File: config.mk
export PLATFORM = sky130hd
export DESIGN_NAME = ea_unit
export DESIGN_NICKNAME = d
export VERILOG_FILES = /design/src/rtl/ea_pkg.sv /design/src/rtl/ea_sext.sv /design/src/rtl/ea_comb.sv /design/src/rtl/ea_ind_ctl.sv /design/src/rtl/ea_unit.sv
export SDC_FILE = /design/constraint.sdc
export NUM_CORES = 1
export LEC_CHECK = 0
export BUFFER_PORTS_ARGS = -buffer_cell sky130_fd_sc_hd__buf_2
export CAP_MARGIN = 20
export CORE_MARGIN = 2
export CORE_UTILIZATION = 45
export CTS_BUF_LIST = sky130_fd_sc_hd__clkbuf_2 sky130_fd_sc_hd__clkbuf_4 sky130_fd_sc_hd__clkbuf_8
export DETAILED_ROUTE_END_ITERATION = 16
export HOLD_SLACK_MARGIN = 0.03
export PLACE_DENSITY = 0.75
export SKIP_LAST_GASP = 1
export SLEW_MARGIN = 10
export SYNTH_ARGS = -nofsm -noshare
export SYNTH_HDL_FRONTEND = slang
export SYNTH_HIERARCHICAL = 1
export SYNTH_SLANG_ARGS = --single-unit
File: constraint.sdc
create_clock -name clk -period 4.4 [get_ports clk]
set_input_delay 0.44 -clock clk [delete_from_list [all_inputs] [get_ports clk]]
set_output_delay 0.44 -clock clk [all_outputs]
set_load 0.01 [all_outputs]
File: src/rtl/ea_pkg.sv
package ea_pkg;

  typedef enum logic [3:0] {
    AM_IMM   = 4'd0,
    AM_REG   = 4'd1,
    AM_ABS   = 4'd2,
    AM_RIND  = 4'd3,
    AM_MIND  = 4'd4,
    AM_IDX   = 4'd5,
    AM_BIDX  = 4'd6,
    AM_BIDXO = 4'd7,
    AM_PCREL = 4'd8,
    AM_PINC  = 4'd9,
    AM_PDEC  = 4'd10
  } amode_e;

  // operand size code to byte step; code 3 is treated as a word
  function automatic logic [2:0] step_bytes(input logic [1:0] sz);
    unique case (sz)
      2'd0:    step_bytes = 3'd1;
      2'd1:    step_bytes = 3'd2;
      default: step_bytes = 3'd4;
    endcase
  endfunction

endpackage

File: src/rtl/ea_sext.sv
module ea_sext #(
  parameter int IN_W  = 16,
  parameter int OUT_W = 32
) (
  input  logic [IN_W-1:0]  a,
  output logic [OUT_W-1:0] y
);
  localparam int PAD_W = OUT_W - IN_W;

  generate
    if (PAD_W > 0) begin : g_pad
      assign y = {{PAD_W{a[IN_W-1]}}, a};
    end else begin : g_same
      assign y = a[OUT_W-1:0];
    end
  endgenerate
endmodule

File: src/rtl/ea_comb.sv
module ea_comb
  import ea_pkg::*;
#(
  parameter int AW = 32
) (
  input  logic [3:0]    mode,
  input  logic [1:0]    size,
  input  logic [AW-1:0] base_val,
  input  logic [AW-1:0] index_val,
  input  logic [AW-1:0] disp_x,
  input  logic [AW-1:0] pc,
  input  logic [AW-1:0] lit,
  output logic [AW-1:0] c_ea,
  output logic          c_acc,
  output logic          c_wb_en,
  output logic [AW-1:0] c_wb_val,
  output logic          c_indirect
);
  localparam int STEP_PAD = AW - 3;

  logic [AW-1:0] step;
  logic [AW-1:0] dec_ptr;

  assign step    = {{STEP_PAD{1'b0}}, step_bytes(size)};
  assign dec_ptr = base_val - step;

  always_comb begin
    c_ea       = '0;
    c_acc      = 1'b0;
    c_wb_en    = 1'b0;
    c_wb_val   = '0;
    c_indirect = 1'b0;
    unique case (amode_e'(mode))
      AM_IMM, AM_REG: ;
      AM_ABS:   begin c_ea = lit;                         c_acc = 1'b1; end
      AM_RIND:  begin c_ea = base_val;                    c_acc = 1'b1; end
      AM_MIND:  begin c_indirect = 1'b1;                  c_acc = 1'b1; end
      AM_IDX:   begin c_ea = base_val + disp_x;           c_acc = 1'b1; end
      AM_BIDX:  begin c_ea = base_val + index_val;        c_acc = 1'b1; end
      AM_BIDXO: begin c_ea = base_val + index_val + disp_x; c_acc = 1'b1; end
      AM_PCREL: begin c_ea = pc + disp_x;                 c_acc = 1'b1; end
      AM_PINC: begin
        c_ea     = base_val;
        c_acc    = 1'b1;
        c_wb_en  = 1'b1;
        c_wb_val = base_val + step;
      end
      AM_PDEC: begin
        c_ea     = dec_ptr;
        c_acc    = 1'b1;
        c_wb_en  = 1'b1;
        c_wb_val = dec_ptr;
      end
      default: ;
    endcase
  end
endmodule

File: src/rtl/ea_ind_ctl.sv
module ea_ind_ctl #(
  parameter int AW = 32
) (
  input  logic          clk,
  input  logic          rst_ni,
  input  logic          launch,
  input  logic [AW-1:0] lit,
  input  logic          ptr_valid,
  output logic          busy,
  output logic          ptr_req,
  output logic [AW-1:0] ptr_addr,
  output logic          fin
);
  typedef enum logic {S_IDLE, S_WAIT} st_e;

  st_e           st_q, st_d;
  logic [AW-1:0] addr_q, addr_d;
  logic          addr_en;

  always_comb begin
    st_d    = st_q;
    addr_en = 1'b0;
    addr_d  = lit;
    unique case (st_q)
      S_IDLE: if (launch) begin
        st_d    = S_WAIT;
        addr_en = 1'b1;
      end
      S_WAIT: if (ptr_valid) st_d = S_IDLE;
      default: st_d = S_IDLE;
    endcase
  end

  always_ff @(posedge clk or negedge rst_ni) begin
    if (!rst_ni) begin
      st_q   <= S_IDLE;
      addr_q <= '0;
    end else begin
      st_q <= st_d;
      if (addr_en) addr_q <= addr_d;
    end
  end

  assign busy     = (st_q == S_WAIT);
  assign ptr_req  = busy;
  assign ptr_addr = addr_q;
  assign fin      = busy && ptr_valid;
endmodule

File: src/rtl/ea_unit.sv
module ea_unit
  import ea_pkg::*;
#(
  parameter int AW     = 32,
  parameter int DISP_W = 16
) (
  input  logic              clk,
  input  logic              rst_n,
  input  logic              start,
  input  logic [3:0]        mode,
  input  logic [1:0]        size,
  input  logic [AW-1:0]     base_val,
  input  logic [AW-1:0]     index_val,
  input  logic [DISP_W-1:0] disp,
  input  logic [AW-1:0]     pc,
  input  logic [AW-1:0]     lit,
  input  logic              ptr_valid,
  input  logic [AW-1:0]     ptr_data,
  output logic              busy,
  output logic              ptr_req,
  output logic [AW-1:0]     ptr_addr,
  output logic              done,
  output logic [AW-1:0]     ea,
  output logic              mem_acc,
  output logic              wb_en,
  output logic [AW-1:0]     wb_val
);
  // reset: asserted asynchronously, released on a clock edge
  logic [1:0] rst_sync_q;
  logic       rst_i_n;

  always_ff @(posedge clk or negedge rst_n) begin
    if (!rst_n) rst_sync_q <= 2'b00;
    else        rst_sync_q <= {rst_sync_q[0], 1'b1};
  end
  assign rst_i_n = rst_sync_q[1];

  logic [AW-1:0] disp_x;
  logic [AW-1:0] c_ea, c_wb_val;
  logic          c_acc, c_wb_en, c_indirect;
  logic          accept, fin;

  ea_sext #(.IN_W(DISP_W), .OUT_W(AW)) u_sext (.a(disp), .y(disp_x));

  ea_comb #(.AW(AW)) u_comb (
    .mode(mode), .size(size), .base_val(base_val), .index_val(index_val),
    .disp_x(disp_x), .pc(pc), .lit(lit),
    .c_ea(c_ea), .c_acc(c_acc), .c_wb_en(c_wb_en), .c_wb_val(c_wb_val),
    .c_indirect(c_indirect)
  );

  assign accept = start && !busy;

  ea_ind_ctl #(.AW(AW)) u_ind (
    .clk(clk), .rst_ni(rst_i_n), .launch(accept && c_indirect), .lit(lit),
    .ptr_valid(ptr_valid), .busy(busy), .ptr_req(ptr_req),
    .ptr_addr(ptr_addr), .fin(fin)
  );

  // result register: next-state then storage
  logic          done_d, acc_d, wben_d, res_en;
  logic [AW-1:0] ea_d, wbv_d;

  always_comb begin
    res_en = 1'b0;
    done_d = 1'b0;
    ea_d   = c_ea;
    acc_d  = c_acc;
    wben_d = c_wb_en;
    wbv_d  = c_wb_val;
    if (fin) begin
      res_en = 1'b1;
      done_d = 1'b1;
      ea_d   = ptr_data;
      acc_d  = 1'b1;
      wben_d = 1'b0;
      wbv_d  = '0;
    end else if (accept && !c_indirect) begin
      res_en = 1'b1;
      done_d = 1'b1;
    end
  end

  always_ff @(posedge clk or negedge rst_i_n) begin
    if (!rst_i_n) begin
      done    <= 1'b0;
      ea      <= '0;
      mem_acc <= 1'b0;
      wb_en   <= 1'b0;
      wb_val  <= '0;
    end else begin
      done <= done_d;
      if (res_en) begin
        ea      <= ea_d;
        mem_acc <= acc_d;
        wb_en   <= wben_d;
        wb_val  <= wbv_d;
      end
    end
  end
endmodule

==> results by group <==
Outcome
  • Status: complete, but fails checks
  • Failing checks: setup timing

Synthesis
  • YS warnings: 6
  • Cell variety after synth: 80
  • Synth top area share: 0.234
  • Mapped cell area: 0.0109 mm2
  • Seq/Total Area, Yosys: 0.234
  • Mean Syn Cell Area: 8.25 um2
  • Leading area contributor after synthesis: dfrtp_1
  • Top cells by area, synth: dfrtp_1 (23%), ha_1 (8.1%), a21oi_1 (5.7%)
  • Number of synthesized register bits: 102
  • Mapped Cells: 1322
  • Number of synthesized flops with an enable pin: 0
  • Syn nets: 1583
  • Top FF cell, synth: dfrtp_1
  • Ys async rst share: 1.00

Timing
  • RSZ-0062 raised after global routing: true
  • Pins Over Slew Limit: 0
  • Post-route clock period utilization: 1.01
  • Hold WS: 283 ps
  • Slack of the critical path: -24.4 ps
  • Slew headroom: 0.227
  • Max Clock Skew: 16.2 ps
  • Worst Max-Slew Pin Slew: 1160 ps
  • Setup TNS: -24.4 ps
  • Crit path time final: 4420 ps
  • Final hold violation count: 0
  • Fmax: 226 MHz
  • Final setup violation count: 1

Worst setup path
  • Delay-heaviest family, CP: compound AO/OA/AOI/OAI gates
  • WP data arrival: 4690 ps
  • CP Depth: 24
  • Worst Path Required: 4670 ps
  • Buffers & Inverters on Critical Path: 2
  • Cell Chain, Critical Path: buf_8, ha_4, fa_2, a211oi_4, o21bai_2, a311oi_4, buf_4, nor2_4, o21a_1, nor2_2, xnor2_1, o21ai_1, ha_1, nand4_1, a211oi_2, a211oi_2, o311a_4, o2111ai_2, o211ai_1, xnor2_1, a41oi_1, nand3b_1, mux2i_1, a21oi_1
  • Crit. End Element: flop
  • Worst reg2reg path depth: 4
  • Worst path slowest cell: fa_2
  • CP Max Fanout: 4
  • Setup CP Type: in -> reg
  • Max incr delay on CP: 380 ps
  • Critical path launch point type: primary input

Layout
  • Share of layout cells above drive strength 1: 0.361
  • Final core occ: 0.596
  • Finished Layout Cells: 2015
  • P&R area growth vs syn: 29.1%
  • NumNets Final: 1950

Clocking
  • Clk pin slew, worst setup/hold paths: 110 ps
  • CTS Sinks: 102
  • CTS tree: built
  • Clk Latency, worst-skew pair: 400 ps
  • Clk buf depth: 2
  • Root buf cell: clkbuf_8
  • Total CTS buffers: 9
  • H-tree depth: 3

Detailed routing
  • Pre-antenna DRT Iters: 6
  • Vias per cell: 5.97
  • Overall routed net length: 42800 um
  • Antenna Violating Nets Remaining: 0
  • Via count: 12000
  • 1st-iter DRT viols: 1395
  • DRC: 0
  • Drt wl/cell: 21.2 um

Floorplan
  • Chip width: 160 um
  • Core ar.: 0.0236 mm2
  • Rows: 56
  • Ports: 287
  • Starting Density: 0.462
  • Die H: 160 um
  • Die area: 0.0255 mm2

Power and ir drop
  • Share of power burned in registers: 0.321
  • Comb pwr share: 0.517
  • PnR Total Power: 0.00369 W
  • Switching share of total power: 0.396
  • Sw power: 0.00146 W
  • PD cells: 262 mW/mm2
  • Max VDD drop: 0.152 mV
  • Clk network pwr share: 0.162
  • Pint: 0.00222 W
  • Leak: 6.62 nW

Global route
  • Grt met1 use: 0.472
  • Remaining Overflow, GRT: 0
  • Met3 Track Usage GR: 0.0590
  • Met2 GRT Util: 0.483
  • Grt peak-use layer: met2
  • Initial antenna violation count: 3
  • Vias in the first global route: 11200
  • Overall routing resource usage: 0.321
  • Largest net degree at the start of global routing: 57
  • Global-route wire length before repair: 64300 um

Placement
  • Placed cells: 1983
  • I/O Buffers: 286
  • Dpl hpwl: 33400 um
  • Placer congestion estimate: 0.977

Min path
  • Hold Path Class: in -> reg
  • Hold Path Stages: 2

Run
  • Max-cap violations: 0
-- sequential cells by signal, summed over array words and instances (netlist names) --
register / flops
wb_val: 32
wb_en: 1
u_ind/busy: 1
done: 1
u_ind/ptr_addr: 32
mem_acc: 1
ea: 32
rst_sync_q: 2
-- layout by cell type (no fill, tap or decap), types with 11 or more instances in the layout --
cell	count
nand2_1	85
inv_1	34
a221oi_1	16
xor2_1	34
a221o_1	12
nand2b_1	11
o22ai_1	17
o21ai_0	72
and3_1	14
dfrtp_1	101
ha_1	69
xnor2_1	48
nor3_1	60
a211oi_1	11
buf_2	284
nand4_1	16
a22o_1	38
buf_4	198
a22oi_1	39
nand3_1	26
mux2i_1	35
a31oi_1	12
nor2_1	73
nor2b_1	11
a21o_1	34
o21a_1	13
o21bai_1	11
a21oi_1	114
mux2_4	29
-- timing repair --
| item | CTS | global route |
|---|---|---|
| buffers inserted | 4 | 9 |
| endpoints found under the hold margin | 2 | 0 |
| resized for setup | 14 | 53 |
| hold buffers | 1 | 0 |
| pin swaps | 21 | 36 |
| setup endpoints to repair | 10 | 18 |
| gates cloned | 0 | 0 |
-- worst reg2reg max path: stages, from the launching register on --
cell,delay [ps]
dfrtp_1,540
and2_2,460
buf_4,650
mux2i_1,340
a21oi_1,90
-- kinds of logic after synthesis --
family | share of synthesized area
AOI/OAI and AO/OA | 0.292
and+or+nand+nor | 0.164
buffers and inverters | 0.0786
DFF | 0.234
xor gates and xnor gates | 0.0666
adders and majority gates | 0.0888
muxes | 0.0751
other | 0.000344
-- power by group through the flow --
stage / logic [W] / registers (W) / clock network [W]
after floorplan: 0.000951 / 0.00127 / 0
after global placement: 0.00174 / 0.00119 / 0
after detailed placement: 0.00176 / 0.00120 / 0
after CTS: 0.00179 / 0.00118 / 0.000612
after global routing: 0.00205 / 0.00121 / 0.000644
final: 0.00191 / 0.00118 / 0.000596
-- synthesized netlist by cell type, drive strengths merged, types with 13 or more instances --
master,number
and3,16
o21a,13
a211oi,16
nand2,86
a21oi,125
mux2i,35
a22o,38
dfrtp,102
ha,71
nand3,27
mux2,32
nor2b,14
inv,35
xor2,34
a221oi,18
a31oi,16
nand4,16
a21o,34
nor2,81
nor3,67
a22oi,40
xnor2,49
o22ai,17
buf,67
o21ai,86
clkbuf,64
-- metrics by stage --
stage	setup WS, ps	instance area, um2
after floorplan	-125	10900
after global placement	-488	13500
after detailed placement	-584	13500
after CTS	-62.6	13800
after global routing	-242	14100
final	-24.4	14100
-- per-layer routing --
layer,wire length [um],share of wire
met1,18800,0.44
met2,18700,0.44
met3,4280,0.10
met4,898,0.021
met5,7,0.00016
-- final cells by class --
class | count | area (um2)
repair buffers | 487 | 2980
inverters | 35 | 131
clock inverters | 6 | 43.8
well taps | 319 | 399
multi-input cells | 1054 | 7830
flip-flops and latches | 102 | 2560
diodes | 2 | 5.00
fillers | 2144 | 9540
clock buffers | 10 | 138
-- final timing paths --
kind / from / to / slack (ps)
max in group asynchronous: rst_sync_q[1] / done / 2910
min in group asynchronous: rst_n / rst_sync_q[1] / 360
min reg2reg: rst_sync_q[0] / rst_sync_q[1] / 360
max reg2reg: u_ind/busy / ea[0] / 2170
min: lit[29] / u_ind/ptr_addr[29] / 280
max: index_val[0] / ea[31] / -20
(Power assumes the default switching activity.)
